## src/rtl/qenc_pkg.sv

```systemverilog
package qenc_pkg;

  typedef enum logic [1:0] {
    MV_NONE = 2'd0,
    MV_FWD  = 2'd1,
    MV_REV  = 2'd2,
    MV_BAD  = 2'd3
  } move_t;

  // State that follows s when channel A leads channel B; s = {A,B}
  function automatic logic [1:0] lead_a_next(input logic [1:0] s);
    case (s)
      2'b00:   lead_a_next = 2'b10;
      2'b10:   lead_a_next = 2'b11;
      2'b11:   lead_a_next = 2'b01;
      default: lead_a_next = 2'b00;
    endcase
  endfunction

  // Classify one sampled step of the two-channel state
  function automatic move_t classify(input logic [1:0] prev, input logic [1:0] cur);
    if (prev == cur)                    classify = MV_NONE;
    else if ((prev ^ cur) == 2'b11)     classify = MV_BAD;
    else if (cur == lead_a_next(prev))  classify = MV_FWD;
    else                                classify = MV_REV;
  endfunction

endpackage

```

## src/rtl/qenc_sync.sv

```systemverilog
module qenc_sync #(
  parameter int W      = 2,
  parameter int STAGES = 2
) (
  input  logic         clk,
  input  logic         rst_n,
  input  logic [W-1:0] d,
  output logic [W-1:0] q
);
  logic [W-1:0] pipe [STAGES];

  always_ff @(posedge clk or negedge rst_n) begin
    if (!rst_n) begin
      for (int i = 0; i < STAGES; i++) pipe[i] <= '0;
    end else begin
      pipe[0] <= d;
      for (int i = 1; i < STAGES; i++) pipe[i] <= pipe[i-1];
    end
  end

  assign q = pipe[STAGES-1];
endmodule

```

## src/rtl/qenc_decoder.sv

```systemverilog
module qenc_decoder
  import qenc_pkg::*;
#(
  parameter int STAGES = 2
) (
  input  logic       clk,
  input  logic       rst_n,
  input  logic [1:0] ab,
  output move_t      mv
);
  localparam int LIVE_AT = STAGES + 1;
  localparam int WW      = $clog2(LIVE_AT + 1);

  logic [1:0]    prev_q;
  logic [WW-1:0] warm_q;
  logic          live;

  assign live = (warm_q == WW'(LIVE_AT));

  always_ff @(posedge clk or negedge rst_n) begin
    if (!rst_n) begin
      prev_q <= '0;
      warm_q <= '0;
    end else begin
      prev_q <= ab;
      if (!live) warm_q <= warm_q + WW'(1);
    end
  end

  assign mv = live ? classify(prev_q, ab) : MV_NONE;
endmodule

```

## src/rtl/qenc_counter.sv

```systemverilog
module qenc_counter
  import qenc_pkg::*;
#(
  parameter int CNT_W = 32
) (
  input  logic                    clk,
  input  logic                    rst_n,
  input  move_t                   mv,
  input  logic                    sample_stb,
  output logic signed [CNT_W-1:0] cnt_q,
  output logic signed [CNT_W-1:0] held_q,
  output logic                    dir_q,
  output logic                    err_q
);
  logic signed [CNT_W-1:0] cnt_d;

  always_comb begin
    case (mv)
      MV_FWD:  cnt_d = cnt_q + CNT_W'(1);
      MV_REV:  cnt_d = cnt_q - CNT_W'(1);
      default: cnt_d = cnt_q;
    endcase
  end

  always_ff @(posedge clk or negedge rst_n) begin
    if (!rst_n) begin
      cnt_q  <= '0;
      held_q <= '0;
      dir_q  <= 1'b1;
      err_q  <= 1'b0;
    end else begin
      cnt_q <= cnt_d;
      if (sample_stb) held_q <= cnt_q;
      if (mv == MV_FWD) dir_q <= 1'b1;
      else if (mv == MV_REV) dir_q <= 1'b0;
      if (mv == MV_BAD) err_q <= 1'b1;
    end
  end
endmodule

```

## src/rtl/qenc_position_counter.sv

```systemverilog
module qenc_position_counter
  import qenc_pkg::*;
#(
  parameter int CNT_W       = 32,
  parameter int SYNC_STAGES = 2
) (
  input  logic                    clk,
  input  logic                    rst_n,
  input  logic                    enc_a,
  input  logic                    enc_b,
  input  logic                    sample_stb,
  output logic                    dir_fwd,
  output logic                    step_fault,
  output logic signed [CNT_W-1:0] held_count
);
  logic [1:0]              ab_sync;
  move_t                   mv;
  logic                    step_up;
  logic                    step_dn;
  logic                    bad_step;
  logic signed [CNT_W-1:0] cnt;

  qenc_sync #(.W(2), .STAGES(SYNC_STAGES)) u_sync (
    .clk(clk), .rst_n(rst_n), .d({enc_a, enc_b}), .q(ab_sync)
  );

  qenc_decoder #(.STAGES(SYNC_STAGES)) u_dec (
    .clk(clk), .rst_n(rst_n), .ab(ab_sync), .mv(mv)
  );

  qenc_counter #(.CNT_W(CNT_W)) u_cnt (
    .clk(clk), .rst_n(rst_n), .mv(mv), .sample_stb(sample_stb),
    .cnt_q(cnt), .held_q(held_count), .dir_q(dir_fwd), .err_q(step_fault)
  );

  // Named internal events for the checker
  assign step_up  = (mv == MV_FWD);
  assign step_dn  = (mv == MV_REV);
  assign bad_step = (mv == MV_BAD);
endmodule

```

## config.mk

```make
export PLATFORM = sky130hd
export DESIGN_NAME = qenc_position_counter
export DESIGN_NICKNAME = d
export VERILOG_FILES = /design/src/rtl/qenc_pkg.sv /design/src/rtl/qenc_sync.sv /design/src/rtl/qenc_decoder.sv /design/src/rtl/qenc_counter.sv /design/src/rtl/qenc_position_counter.sv
export SDC_FILE = /design/constraint.sdc
export NUM_CORES = 1
export LEC_CHECK = 0
export BUFFER_PORTS_ARGS = -buffer_cell sky130_fd_sc_hd__buf_2
export CAP_MARGIN = 20
export CORE_ASPECT_RATIO = 0.9
export CORE_MARGIN = 3
export CORE_UTILIZATION = 35
export CTS_CLUSTER_SIZE = 20
export DETAILED_ROUTE_END_ITERATION = 7
export SLEW_MARGIN = 10
export SYNTH_ARGS = -nofsm -noshare
export SYNTH_HDL_FRONTEND = slang
export SYNTH_SLANG_ARGS = --single-unit
```

## constraint.sdc

```tcl
create_clock -name clk -period 7.25 [get_ports clk]
set_input_delay 1.45 -clock clk [delete_from_list [all_inputs] [get_ports clk]]
set_output_delay 1.45 -clock clk [all_outputs]
set_load 0.005 [all_outputs]
```

==> results of run 1 <==
-- stage by stage --
stage / hold slack (ps) / instance area, um2
after floorplan: 331 / 4340
after CTS: 356 / 4990
after global placement: 337 / 4700
after global routing: 369 / 4990
final: 350 / 4990
after detailed placement: 342 / 4700
-- metal layers --
metal  global-route usage [%]  part of all wire [%]  vias to the layer above
met2                     20.2                    44                       51
met1                     18.2                    50                     1530
met4                     4.87                   1.8                        0
met5                        0                     0                        -
met3                     3.35                   3.9                        9
li1                         -                     -                     1641
-- critical path, delay by kind of cell, from the launching register on --
kind / cells / cell delay [ps]
AOI/OAI and AO/OA: 6 / 1840
adders and majority gates: 2 / 1120
and+or+nand+nor: 3 / 530
DFF: 1 / 430
muxes: 1 / 350
-- power breakdown --
| group | internal (W) | total [W] | switching, W |
|---|---|---|---|
| Combinational | 0.000441 | 0.000913 | 0.000472 |
| Sequential | 0.000596 | 0.000719 | 0.000123 |
| Clock | 0.000267 | 0.000438 | 0.000171 |
-- kinds of logic (layout without fill, tap and decap cells) --
group / after synthesis / in the layout / synth area share, %
AOI/OAI and AO/OA: 125 / 125 / 18.2
xor gates and xnor gates: 26 / 26 / 5.24
adders and majority gates: 35 / 35 / 10.3
buffers and inverters: 20 / 63 / 1.73
DFF: 74 / 74 / 42.7
muxes: 38 / 38 / 9.80
and+or+nand+nor: 106 / 106 / 12.1
-- registers in the layout, indices dropped and copies added (netlist names) --
name,count
u_dec.warm_q,2
u_sync.q,2
u_sync.pipe,2
u_cnt.dir_q,1
u_cnt.cnt_q,32
u_dec.prev_q,2
u_cnt.err_q,1
u_cnt.held_q,32
-- Yosys cell counts (4+ instances only) --
library cell               instances  area [um2]
sky130_fd_sc_hd__dfrtp_1          73        1830
sky130_fd_sc_hd__nand2_1          44         165
sky130_fd_sc_hd__o21ai_0          38         190
sky130_fd_sc_hd__mux2_2           36         405
sky130_fd_sc_hd__ha_1             34         425
sky130_fd_sc_hd__a21oi_1          32         160
sky130_fd_sc_hd__a21o_1           17         128
sky130_fd_sc_hd__nor2_1           16        60.1
sky130_fd_sc_hd__xnor2_1          14         123
sky130_fd_sc_hd__xor2_1           12         105
sky130_fd_sc_hd__clkbuf_1          9        33.8
sky130_fd_sc_hd__inv_1             8        30.0
sky130_fd_sc_hd__nand3_1           8        40.0
sky130_fd_sc_hd__and3_1            5        31.3
sky130_fd_sc_hd__nand2b_1          5        31.3
sky130_fd_sc_hd__nor2b_1           5        31.3
sky130_fd_sc_hd__nor3b_1           5        37.5
sky130_fd_sc_hd__o211ai_1          5        37.5
sky130_fd_sc_hd__o21bai_1          5        37.5
sky130_fd_sc_hd__a211o_1           4        35.0
sky130_fd_sc_hd__a21boi_0          4        30.0
sky130_fd_sc_hd__nand4_1           4        25.0
-- how the worst min path moves through the flow --
stage / endpoint
global placement: u_sync.q[0]
CTS: u_sync.q[0]
finish: u_sync.q[0]
detailed placement: u_sync.q[0]
global route: u_sync.q[0]
floorplan: u_sync.q[0]
-- final cells by class --
| type | count | share of cell area (%) |
|---|---|---|
| clock buffers | 10 | 4.59 |
| clock inverters | 6 | 1.33 |
| inverters | 8 | 0.602 |
| multi-input cells | 330 | 48.4 |
| flip-flops and latches | 74 | 37.1 |
| well taps | 156 | 3.91 |
| repair buffers | 39 | 4.01 |
==> tab_implementation.tex, run 1 <==
\begin{tabular}{lr}
\hline
Metric & Value \\
\hline
\multicolumn{2}{l}{\textbf{Status}} \\
\quad Status & completed \\
\multicolumn{2}{l}{\textbf{Layout}} \\
\quad Top library cells by usage in the layout, fill and taps aside & sky130\_fd\_sc\_hd\_\_dfrtp\_1 (73), sky130\_fd\_sc\_hd\_\_nand2\_1 (44), sky130\_fd\_sc\_hd\_\_o21ai\_0 (38) \\
\quad P\&R area growth vs syn & 14.9\% \\
\quad Area occupied by multi-input gates & 2420 um2 \\
\quad Number of standard cells in the layout, taps in and fillers out & 623 \\
\quad Diodes inserted & 0 \\
\quad Utilization after layout & 42.4\% \\
\quad Register area & 1850 um2 \\
\quad Most frequent standard cell in the layout excluding fill and tap cells & sky130\_fd\_sc\_hd\_\_dfrtp\_1 \\
\quad Number of fill cells & 1158 \\
\quad Layout Nets & 502 \\
\quad Layout cell share with drive strength beyond 1 & 20.8\% \\
\multicolumn{2}{l}{\textbf{Floorplanning}} \\
\quad Number of core rows & 37 \\
\quad Top-level port count & 39 \\
\quad Die Wd & 123 um \\
\quad Height of the chip & 112 um \\
\quad Total Die Area & 13800 um2 \\
\quad Core area & 11800 um2 \\
\quad Initial Util & 36.9\% \\
\multicolumn{2}{l}{\textbf{Critical path}} \\
\quad Slowest library cell on the worst path & sky130\_fd\_sc\_hd\_\_ha\_2 \\
\quad Register-to-register path setup slack & 2900 ps \\
\quad Launch point of the worst reg-to-reg path & u\_dec.prev\_q[1] \\
\quad Setup crit end kind & register \\
\quad Sort of element at the start of the critical path & register \\
\quad Data required time at the worst endpoint & 7530 ps \\
\quad Worst-path cell chain & mux2\_2 > o211ai\_1 > ha\_2 > ha\_1 > and3\_1 > a221oi\_2 > nor2\_1 > o32a\_1 > a311o\_1 > o31a\_1 > nor4b\_2 > a211o\_1 \\
\quad Critical path's largest stage delay & 700 ps \\
\quad Setup crit end & u\_cnt.cnt\_q[30] \\
\quad Critical R2R Capture & u\_cnt.cnt\_q[30] \\
\quad Worst setup path startpoint & u\_dec.prev\_q[1] \\
\quad Signal arrival time at the worst endpoint & 4620 ps \\
\quad Worst R2R Path Depth & 12 \\
\quad Critical path start-end classification & reg -> reg \\
\quad Maximum fanout count along the critical path & 33 \\
\multicolumn{2}{l}{\textbf{Clock network}} \\
\quad Maximum root-to-sink buffer count & 2 \\
\quad Post-cts hold buffer count & 0 \\
\quad Number of resized instances in the post-cts repair step & 0 \\
\quad Total number of H-tree levels & 3 \\
\quad Buffers inserted by post-CTS timing repair & 0 \\
\quad TritonCTS clock tree & done \\
\quad Clock root buffer & sky130\_fd\_sc\_hd\_\_clkbuf\_16 \\
\quad Number of clock sinks & 74 \\
\quad Clk slew on worst S/H paths & 60 ps \\
\quad Source-to-sink clock delay at the later pin of the worst-skew pair & 340 ps \\
\quad Clock buffers created by TritonCTS & 9 \\
\multicolumn{2}{l}{\textbf{Timing}} \\
\quad Maximum clock rate & 0.230 GHz \\
\quad Relative max-transition margin & 39.0\% \\
\quad Fin crit period & 4350 ps \\
\quad Final clock period utilization by the worst path & 60.0\% \\
\quad Slew Limit Fails & 0 \\
\quad Number of hold-slack violations in the final timing report & 0 \\
\quad Transition time at the pin with the least slew margin & 915 ps \\
\quad Setup repair after global routing missed its margin & false \\
\quad Setup TNS after final layout & 0 ps \\
\quad Final worst slack & 2900 ps \\
\quad Setup violators final & 0 \\
\quad Worst setup skew after layout & 10.5 ps \\
\multicolumn{2}{l}{\textbf{Synth}} \\
\quad Post-synthesis average cell area & 10.2 um2 \\
\quad Yosys synthesis warning count & 0 \\
\quad Post-synthesis instance area & 4340 um2 \\
\quad Number of distinct library cell variants in the gate-level netlist after synthesis & 49 \\
\quad Primary FF master, synth & sky130\_fd\_sc\_hd\_\_dfrtp\_1 \\
\quad Number of enable flip-flop cells after synthesis & 0 \\
\quad Syn nets & 464 \\
\quad Fraction of the yosys area taken by sequential cells & 42.7\% \\
\quad Proportion of synthesized flip-flops having asynchronous set or reset & 100\% \\
\quad Flop and latch count out of synthesis & 74 \\
\quad Gate count of the mapped netlist & 424 \\
\multicolumn{2}{l}{\textbf{Routing}} \\
\quad DRT antenna net count & 0 \\
\quad Avg Vias per Cell & 5.19 \\
\quad DRT Wirelength & 8350 um \\
\quad Routed wire length per instance & 13.4 um \\
\quad Number of vias after detailed routing & 3231 \\
\quad DR pass1 iterations & 4 \\
\quad Remaining design rule violation count & 0 \\
\quad Initial DRC count & 121 \\
\multicolumn{2}{l}{\textbf{Min path}} \\
\quad Hold Crit Start & u\_sync.pipe[2] \\
\quad Worst min-delay path category & reg -> reg \\
\quad Hold depth & 0 \\
\multicolumn{2}{l}{\textbf{Global route}} \\
\quad Maximum number of pins on one net before global-route repair & 75 \\
\quad Leftover overflow at the end of global routing & 0 \\
\quad Vias in the first global route & 3111 \\
\quad GR Util All Layers & 13.3\% \\
\quad Initial antenna violation count & 0 \\
\quad First-pass GRT wire length & 14900 um \\
\multicolumn{2}{l}{\textbf{Pwr}} \\
\quad Sum of internal, switching and leakage power & 0.00207 W \\
\quad Lkg Pwr & 2.31 nW \\
\quad Power per cell area & 415 nW/um2 \\
\quad IR Drop Worst-Case VDD & 0.161 mV \\
\multicolumn{2}{l}{\textbf{Place}} \\
\quad Pre-CTS WS & 2900 ps \\
\quad Final estimated routing congestion in global placement & 0.889 \\
\quad Post-DP HPWL & 6030 um \\
\quad Total placed cells including tap cells & 607 \\
\quad Total of buffers placed on input and output ports & 38 \\
\multicolumn{2}{l}{\textbf{Job}} \\
\quad Max cap viols & 0 \\
\hline
\end{tabular}
(Power assumes the default switching activity.)
==> run 2, diff against run 1 <==
--- a/config.mk
+++ b/config.mk
@@ -5,6 +5,7 @@
 export SDC_FILE = /design/constraint.sdc
 export NUM_CORES = 1
 export LEC_CHECK = 0
+export ABC_AREA = 1
 export BUFFER_PORTS_ARGS = -buffer_cell sky130_fd_sc_hd__buf_2
 export CAP_MARGIN = 20
 export CORE_ASPECT_RATIO = 0.9
==> constraint.sdc (replaced) <==
create_clock -name clk -period 4.16 [get_ports clk]
set_input_delay 0.832 -clock clk [delete_from_list [all_inputs] [get_ports clk]]
set_output_delay 0.832 -clock clk [all_outputs]
set_load 0.005 [all_outputs]
==> run 2 against run 1 <==
  * Maximum frequency grew 42%
  * Cell count is 53% higher
  * Critical path depth rose by 4
  * Register-to-register slack lost 1800 ps
  * Combinational power increased by 150%
  * Total power is 110% higher
  * First-iteration DRC count increased by 72%
  * Synthesized cell count increased by 69%
  * Area after synthesis increased by 18%
  * Flip-flop and latch count is the same
  * Clock power is 85% higher
  * Critical endpoint is now u_cnt.cnt_q[28]
  * Largest power group unchanged
==> tab_implementation.tex, run 2 <==
\begin{tabular}{lr}
\hline
Metric & Value \\
\hline
\multicolumn{2}{l}{\textbf{Status}} \\
\quad Status & completed \\
\multicolumn{2}{l}{\textbf{Routing}} \\
\quad DR pass1 iterations & 4 \\
\quad DRT antenna net count & 0 \\
\quad Routed wire length per instance & 12.7 um \\
\quad Remaining design rule violation count & 0 \\
\quad Avg Vias per Cell & 4.56 \\
\quad DRT Wirelength & 12200 um \\
\quad Initial DRC count & 208 \\
\quad Number of vias after detailed routing & 4358 \\
\multicolumn{2}{l}{\textbf{Synth}} \\
\quad Dominant cell by count in the synthesized netlist & sky130\_fd\_sc\_hd\_\_nand2\_1 \\
\quad Proportion of synthesized flip-flops having asynchronous set or reset & 100\% \\
\quad Most instantiated cells after synthesis & sky130\_fd\_sc\_hd\_\_nand2\_1 (278), sky130\_fd\_sc\_hd\_\_inv\_1 (116), sky130\_fd\_sc\_hd\_\_dfrtp\_1 (73), sky130\_fd\_sc\_hd\_\_nand3\_1 (50), sky130\_fd\_sc\_hd\_\_nor2\_1 (40) \\
\quad Post-synthesis average cell area & 7.11 um2 \\
\quad Primary FF master, synth & sky130\_fd\_sc\_hd\_\_dfrtp\_1 \\
\quad Gate count of the mapped netlist & 718 \\
\quad Fraction of synthesized cell area taken by the top area cell type & 35.8\% \\
\quad Dominant cells by area after synthesis & sky130\_fd\_sc\_hd\_\_dfrtp\_1 (36\%), sky130\_fd\_sc\_hd\_\_nand2\_1 (20\%), sky130\_fd\_sc\_hd\_\_inv\_1 (8.5\%) \\
\quad Flop and latch count out of synthesis & 74 \\
\quad Number of distinct library cell variants in the gate-level netlist after synthesis & 29 \\
\quad Fraction of the yosys area taken by sequential cells & 36.3\% \\
\quad Post-synthesis instance area & 5100 um2 \\
\quad Syn nets & 758 \\
\quad Yosys synthesis warning count & 0 \\
\quad Dominant cell type by area after synthesis & sky130\_fd\_sc\_hd\_\_dfrtp\_1 \\
\quad Number of enable flip-flop cells after synthesis & 0 \\
\multicolumn{2}{l}{\textbf{Place}} \\
\quad Final estimated routing congestion in global placement & 0.891 \\
\quad Total of buffers placed on input and output ports & 38 \\
\quad Post-DP HPWL & 9130 um \\
\quad Placed cell area & 5500 um2 \\
\quad Pre-CTS WS & 1150 ps \\
\multicolumn{2}{l}{\textbf{Critical path}} \\
\quad Sort of element at the start of the critical path & register \\
\quad Setup crit end kind & register \\
\quad Signal arrival time at the worst endpoint & 3300 ps \\
\quad Critical path start-end classification & reg -> reg \\
\quad Data required time at the worst endpoint & 4400 ps \\
\quad Maximum fanout count along the critical path & 32 \\
\multicolumn{2}{l}{\textbf{Pwr}} \\
\quad Lkg Pwr & 3.27 nW \\
\quad IR Drop Worst-Case VDD & 0.233 mV \\
\quad Power per cell area & 744 nW/um2 \\
\multicolumn{2}{l}{\textbf{Min path}} \\
\quad Worst min-delay path category & reg -> reg \\
\multicolumn{2}{l}{\textbf{Clock network}} \\
\quad Number of resized instances in the post-cts repair step & 0 \\
\quad Post-cts hold buffer count & 0 \\
\quad Buffers inserted by post-CTS timing repair & 0 \\
\quad Source-to-sink clock delay at the later pin of the worst-skew pair & 350 ps \\
\quad Total number of H-tree levels & 3 \\
\quad Clock buffers created by TritonCTS & 9 \\
\quad Number of clock sinks & 74 \\
\quad Maximum root-to-sink buffer count & 2 \\
\quad Clock root buffer & sky130\_fd\_sc\_hd\_\_clkbuf\_16 \\
\quad Clk slew on worst S/H paths & 60 ps \\
\quad TritonCTS clock tree & done \\
\multicolumn{2}{l}{\textbf{Layout}} \\
\quad Design Area, Final & 5820 um2 \\
\quad P\&R area growth vs syn & 14.0\% \\
\quad Layout cell share with drive strength beyond 1 & 13.2\% \\
\quad Number of fill cells & 1521 \\
\quad Utilization after layout & 41.1\% \\
\quad Largest registers & u\_cnt.cnt\_q (32), u\_cnt.held\_q (32) \\
\quad Most frequent standard cell in the layout excluding fill and tap cells & sky130\_fd\_sc\_hd\_\_nand2\_1 \\
\quad Layout Nets & 798 \\
\quad Diodes inserted & 0 \\
\quad Top library cells by usage in the layout, fill and taps aside & sky130\_fd\_sc\_hd\_\_nand2\_1 (278), sky130\_fd\_sc\_hd\_\_inv\_1 (116), sky130\_fd\_sc\_hd\_\_dfrtp\_1 (73) \\
\multicolumn{2}{l}{\textbf{Global route}} \\
\quad Vias in the first global route & 4148 \\
\quad Maximum number of pins on one net before global-route repair & 75 \\
\quad Leftover overflow at the end of global routing & 0 \\
\quad Initial antenna violation count & 0 \\
\quad First-pass GRT wire length & 20700 um \\
\quad GR Util All Layers & 16.2\% \\
\multicolumn{2}{l}{\textbf{Timing}} \\
\quad Relative max-transition margin & 36.2\% \\
\quad Fin crit period & 3060 ps \\
\quad Setup violators final & 0 \\
\quad Setup repair after global routing missed its margin & false \\
\quad Transition time at the pin with the least slew margin & 957 ps \\
\quad Setup TNS after final layout & 0 ps \\
\quad Worst Hold Slack & 347 ps \\
\quad Final clock period utilization by the worst path & 73.5\% \\
\quad Worst setup skew after layout & 6.15 ps \\
\quad Maximum clock rate & 0.327 GHz \\
\quad Final worst slack & 1100 ps \\
\quad Number of hold-slack violations in the final timing report & 0 \\
\quad Slew Limit Fails & 0 \\
\multicolumn{2}{l}{\textbf{Floorplanning}} \\
\quad Top-level port count & 39 \\
\quad Die Wd & 133 um \\
\quad Total Die Area & 16100 um2 \\
\quad Height of the chip & 121 um \\
\quad Initial Util & 36.0\% \\
\quad Number of core rows & 41 \\
\quad Core area & 14200 um2 \\
\multicolumn{2}{l}{\textbf{Job}} \\
\quad Max cap viols & 0 \\
\hline
\end{tabular}
## run 2: cell count changes in the layout (fill, tap and decap cells not counted), moves of 5 or more
cell | previous run | this run
sky130_fd_sc_hd__nand3_1 | 8 | 50
sky130_fd_sc_hd__a21o_1 | 17 | 1
sky130_fd_sc_hd__nor3b_1 | 5 | 0
sky130_fd_sc_hd__nor2b_1 | 5 | 0
sky130_fd_sc_hd__and3_1 | 5 | 0
sky130_fd_sc_hd__nor2_1 | 16 | 40
sky130_fd_sc_hd__o21ai_0 | 38 | 10
sky130_fd_sc_hd__a21oi_1 | 32 | 24
sky130_fd_sc_hd__nand2b_1 | 5 | 0
sky130_fd_sc_hd__nand2_1 | 44 | 278
sky130_fd_sc_hd__xor2_1 | 12 | 1
sky130_fd_sc_hd__nand2_2 | 0 | 5
sky130_fd_sc_hd__inv_1 | 8 | 116
sky130_fd_sc_hd__o211ai_1 | 5 | 0
## run 2: area by class of cell
class,instances,area (um2),share of cell area [%]
repair buffers,40,208,3.57
clock inverters,6,73.8,1.27
clock buffers,10,239,4.11
multi-input cells,517,2770,47.6
flip-flops and latches,74,1850,31.9
well taps,193,241,4.15
inverters,116,435,7.49
## run 2: layer usage
metal | GRT usage [%] | vias up | wire (um)
li1 | - | 2317 | -
met1 | 24.3 | 1962 | 6650
met2 | 23.2 | 65 | 4840
met3 | 3.04 | 14 | 493
met4 | 5.59 | 0 | 182
met5 | 0 | - | 0
## run 2: kinds of logic (layout without fill, tap and decap cells)
kind of cell	count (synthesis)	in the layout	share of synthesized area, %
buffers and inverters	127	172	9.49
AND/OR/NAND/NOR	393	393	31.5
adder cells (fa/ha/maj)	35	35	8.73
XOR/XNOR	16	16	2.75
flip-flops	74	74	36.3
multiplexers	32	32	7.06
AO/OA/AOI/OAI	41	41	4.22
## run 2: path summary, 6_finish.rpt
check / slack, ps / endpoint / startpoint / cells after the start
worst max-delay path: 1100 / u_cnt.cnt_q[28] / u_dec.prev_q[1] / 16
worst min-delay path: 350 / u_sync.q[1] / u_sync.pipe[3] / 0
worst max register to register: 1100 / u_cnt.cnt_q[28] / u_dec.prev_q[1] / 16
worst min register to register: 350 / u_sync.q[1] / u_sync.pipe[3] / 0
max in group asynchronous: 2910 / u_cnt.cnt_q[5] / rst_n / 1
min in group asynchronous: 640 / u_cnt.cnt_q[31] / rst_n / 1
## run 2: critical path: stages (launching register included)
cell and delay [ps]:
sky130_fd_sc_hd__dfrtp_1 410, sky130_fd_sc_hd__xnor2_1 150, sky130_fd_sc_hd__and3b_1 160, sky130_fd_sc_hd__inv_1 40, sky130_fd_sc_hd__o21ai_0 70, sky130_fd_sc_hd__nand2_1 100
sky130_fd_sc_hd__ha_1 200, sky130_fd_sc_hd__buf_4 260, sky130_fd_sc_hd__fa_1 500, sky130_fd_sc_hd__nand3_1 120, sky130_fd_sc_hd__nand3_1 180, sky130_fd_sc_hd__nand3_1 130
sky130_fd_sc_hd__nand3_1 200, sky130_fd_sc_hd__nand2_1 180, sky130_fd_sc_hd__nand3_1 90, sky130_fd_sc_hd__nand3_1 90, sky130_fd_sc_hd__nand2_1 60
## run 2: metrics by stage
| step | total power (W) | std cells |
|---|---|---|
| after CTS | 0.00438 | 956 |
| after global routing | 0.00477 | 956 |
| after floorplan | 0.00289 | 718 |
| final | 0.00433 | 956 |
| after global placement | 0.00353 | 940 |
| after detailed placement | 0.00354 | 940 |
## run 2: report_power, final
group          internal, W  switching [W]  total, W
Sequential         0.00104       0.000218   0.00126
Clock             0.000488       0.000324  0.000812
Combinational     0.000895        0.00136   0.00226
Total              0.00243        0.00190   0.00433
==> run 3, diff against run 2 <==
--- a/config.mk
+++ b/config.mk
@@ -5,7 +5,7 @@
 export SDC_FILE = /design/constraint.sdc
 export NUM_CORES = 1
 export LEC_CHECK = 0
-export ABC_AREA = 1
+export ABC_AREA = 0
 export BUFFER_PORTS_ARGS = -buffer_cell sky130_fd_sc_hd__buf_2
 export CAP_MARGIN = 20
 export CORE_ASPECT_RATIO = 0.9
==> constraint.sdc (replaced) <==
create_clock -name clk -period 2.9 [get_ports clk]
set_input_delay 0.58 -clock clk [delete_from_list [all_inputs] [get_ports clk]]
set_output_delay 0.58 -clock clk [all_outputs]
set_load 0.005 [all_outputs]
==> run 3 against run 2 <==
  * Via count down 16%
  * The run now ends with setup timing left
  * Register-to-register slack worse by 1700 ps
  * Worst hold slack worse by 2.2 ps
  * Setup slack got worse by 1700 ps
  * Cell count fell by 23%
  * Design area grew 6.8%
==> tab_implementation.tex, run 3 (synthesis results as in run 1) <==
\begin{tabular}{lr}
\hline
Metric & Value \\
\hline
\multicolumn{2}{l}{\textbf{Layout}} \\
\quad Number of fill cells & 1069 \\
\quad Largest registers & u\_cnt.cnt\_q (32), u\_cnt.held\_q (32) \\
\quad Most frequent standard cell in the layout excluding fill and tap cells & sky130\_fd\_sc\_hd\_\_buf\_4 \\
\quad Design Area, Final & 6210 um2 \\
\quad Number of standard cells in the layout, taps in and fillers out & 734 \\
\quad Layout cell share with drive strength beyond 1 & 44.3\% \\
\quad Layout Nets & 613 \\
\quad Diodes inserted & 0 \\
\quad Top library cells by usage in the layout, fill and taps aside & sky130\_fd\_sc\_hd\_\_buf\_4 (100), sky130\_fd\_sc\_hd\_\_dfrtp\_1 (72), sky130\_fd\_sc\_hd\_\_nand2\_1 (42) \\
\quad P\&R area growth vs syn & 43.1\% \\
\multicolumn{2}{l}{\textbf{Status}} \\
\quad Status & finished, violations left \\
\quad Failing checks & setup timing \\
\multicolumn{2}{l}{\textbf{Clock network}} \\
\quad Clock buffers created by TritonCTS & 9 \\
\quad Clock root buffer & sky130\_fd\_sc\_hd\_\_clkbuf\_16 \\
\quad Total number of H-tree levels & 3 \\
\quad Number of clock sinks & 74 \\
\quad Clk slew on worst S/H paths & 60 ps \\
\quad Source-to-sink clock delay at the later pin of the worst-skew pair & 340 ps \\
\quad Post-cts hold buffer count & 0 \\
\quad Maximum root-to-sink buffer count & 2 \\
\quad TritonCTS clock tree & done \\
\multicolumn{2}{l}{\textbf{Critical path}} \\
\quad Worst R2R Path Depth & 14 \\
\quad Critical R2R Capture & u\_cnt.cnt\_q[30] \\
\quad Setup crit end kind & register \\
\quad Sort of element at the start of the critical path & register \\
\quad Worst setup path startpoint & u\_dec.prev\_q[1] \\
\quad Signal arrival time at the worst endpoint & 3820 ps \\
\quad Critical path start-end classification & reg -> reg \\
\quad Register-to-register path setup slack & -640 ps \\
\quad Launch point of the worst reg-to-reg path & u\_dec.prev\_q[1] \\
\quad Data required time at the worst endpoint & 3180 ps \\
\quad Setup crit end & u\_cnt.cnt\_q[30] \\
\quad Maximum fanout count along the critical path & 5 \\
\multicolumn{2}{l}{\textbf{Timing}} \\
\quad Fin crit period & 3540 ps \\
\quad Slew Limit Fails & 0 \\
\quad Final worst slack & -640 ps \\
\quad Setup violators final & 24 \\
\quad Final clock period utilization by the worst path & 122\% \\
\quad Relative max-transition margin & 38.3\% \\
\quad Number of hold-slack violations in the final timing report & 0 \\
\quad Setup repair after global routing missed its margin & true \\
\quad Worst setup skew after layout & 5.64 ps \\
\quad Maximum clock rate & 0.283 GHz \\
\quad Transition time at the pin with the least slew margin & 926 ps \\
\multicolumn{2}{l}{\textbf{Routing}} \\
\quad Routed wire length per instance & 14.1 um \\
\quad Number of vias after detailed routing & 3672 \\
\quad DRT Wirelength & 10300 um \\
\quad Initial DRC count & 189 \\
\quad DRT antenna net count & 0 \\
\quad DR pass1 iterations & 4 \\
\quad Remaining design rule violation count & 0 \\
\quad Avg Vias per Cell & 5.00 \\
\multicolumn{2}{l}{\textbf{Floorplanning}} \\
\quad Initial Util & 36.9\% \\
\quad Total Die Area & 13800 um2 \\
\quad Top-level port count & 39 \\
\quad Core area & 11800 um2 \\
\quad Die Wd & 123 um \\
\quad Number of core rows & 37 \\
\quad Height of the chip & 112 um \\
\multicolumn{2}{l}{\textbf{Place}} \\
\quad Total of buffers placed on input and output ports & 38 \\
\quad Final estimated routing congestion in global placement & 0.846 \\
\quad Post-DP HPWL & 7300 um \\
\quad Placed cell area & 5540 um2 \\
\quad Total placed cells including tap cells & 705 \\
\multicolumn{2}{l}{\textbf{Pwr}} \\
\quad Internal power & 0.00400 W \\
\quad Switching share of power & 37.0\% \\
\quad Power per cell area & 1020 nW/um2 \\
\quad Part of the total power dissipated in the clock network & 16.8\% \\
\quad IR Drop Worst-Case VDD & 0.585 mV \\
\quad Sequential share of power & 28.8\% \\
\quad Net Sw Power & 0.00235 W \\
\quad Lkg Pwr & 2.94 nW \\
\quad Logic pwr share & 54.4\% \\
\multicolumn{2}{l}{\textbf{Global route}} \\
\quad GR Util All Layers & 15.7\% \\
\quad Vias in the first global route & 3708 \\
\quad Initial antenna violation count & 0 \\
\quad First-pass GRT wire length & 17400 um \\
\quad Maximum number of pins on one net before global-route repair & 75 \\
\quad Leftover overflow at the end of global routing & 0 \\
\multicolumn{2}{l}{\textbf{Min path}} \\
\quad Worst min-delay path category & reg -> reg \\
\multicolumn{2}{l}{\textbf{Job}} \\
\quad Max cap viols & 0 \\
\hline
\end{tabular}
==> run 3: worst min-delay path by stage <==
stage,from,to,slack (ps),cells past startpoint
after floorplan,rst_n,u_cnt.cnt_q[0],280,0
after global placement,u_sync.pipe[3],u_sync.q[1],340,0
after detailed placement,u_sync.pipe[2],u_sync.q[0],340,0
after CTS,enc_b,u_sync.pipe[2],340,1
after global routing,enc_b,u_sync.pipe[2],340,1
final,u_sync.pipe[2],u_sync.q[0],350,0
==> run 3: layout make-up <==
class	count	area, um2	share of cell area [%]
multi-input cells	330	2750	44.3
repair buffers	150	1090	17.6
clock inverters	5	37.5	0.604
inverters	8	30.0	0.483
well taps	156	195	3.14
clock buffers	11	253	4.07
flip-flops and latches	74	1850	29.8
==> run 3: power groups by stage <==
stage / logic, W / clock network [W] / registers, W
final: 0.00345 / 0.00107 / 0.00183
after global routing: 0.00380 / 0.00115 / 0.00190
after CTS: 0.00326 / 0.00110 / 0.00183
after detailed placement: 0.00306 / 0 / 0.00184
after global placement: 0.00299 / 0 / 0.00183
after floorplan: 0.00179 / 0 / 0.00178
==> run 3: layer usage <==
layer / track usage (%) / vias to the layer above / share of wire [%]
met2: 24.6 / 41 / 46
li1: - / 1840 / -
met3: 3.40 / 15 / 2.7
met4: 5.98 / 0 / 1.9
met1: 21.1 / 1776 / 49
met5: 0 / - / 0
==> run 3: what timing repair did <==
item	in CTS	in global routing
cloned	0	0
gates resized for setup	39	35
setup endpoints to repair	25	26
setup buffers	11	4
pin swaps	20	21
==> run 3: stage by stage <==
stage          utilization [%]  setup WS [ps]  power [W]  hold WS (ps)  setup TNS, ps
6_report                  52.9           -640    0.00635           345          -7740
3_3_place_gp              47.1           -680    0.00482           339          -9250
5_1_grt                   52.9           -819    0.00684           337         -11400
3_5_place_dp              47.1           -802    0.00490           338         -11520
4_1_cts                   51.5           -605    0.00619           339          -6450
2_1_floorplan                -           -690    0.00357           284          -4880
==> run 3: worst max-delay path, cell delays in order, from the launching register on <==
cell	delay, ps
sky130_fd_sc_hd__dfrtp_2	440
sky130_fd_sc_hd__mux2_4	300
sky130_fd_sc_hd__o211ai_1	170
sky130_fd_sc_hd__buf_4	160
sky130_fd_sc_hd__ha_4	160
sky130_fd_sc_hd__buf_12	140
sky130_fd_sc_hd__ha_4	220
sky130_fd_sc_hd__a21o_1	230
sky130_fd_sc_hd__a221oi_4	320
sky130_fd_sc_hd__nor2_1	90
sky130_fd_sc_hd__o32a_1	320
sky130_fd_sc_hd__a311o_1	320
sky130_fd_sc_hd__o31a_1	280
sky130_fd_sc_hd__nor4b_2	210
sky130_fd_sc_hd__a211o_1	120
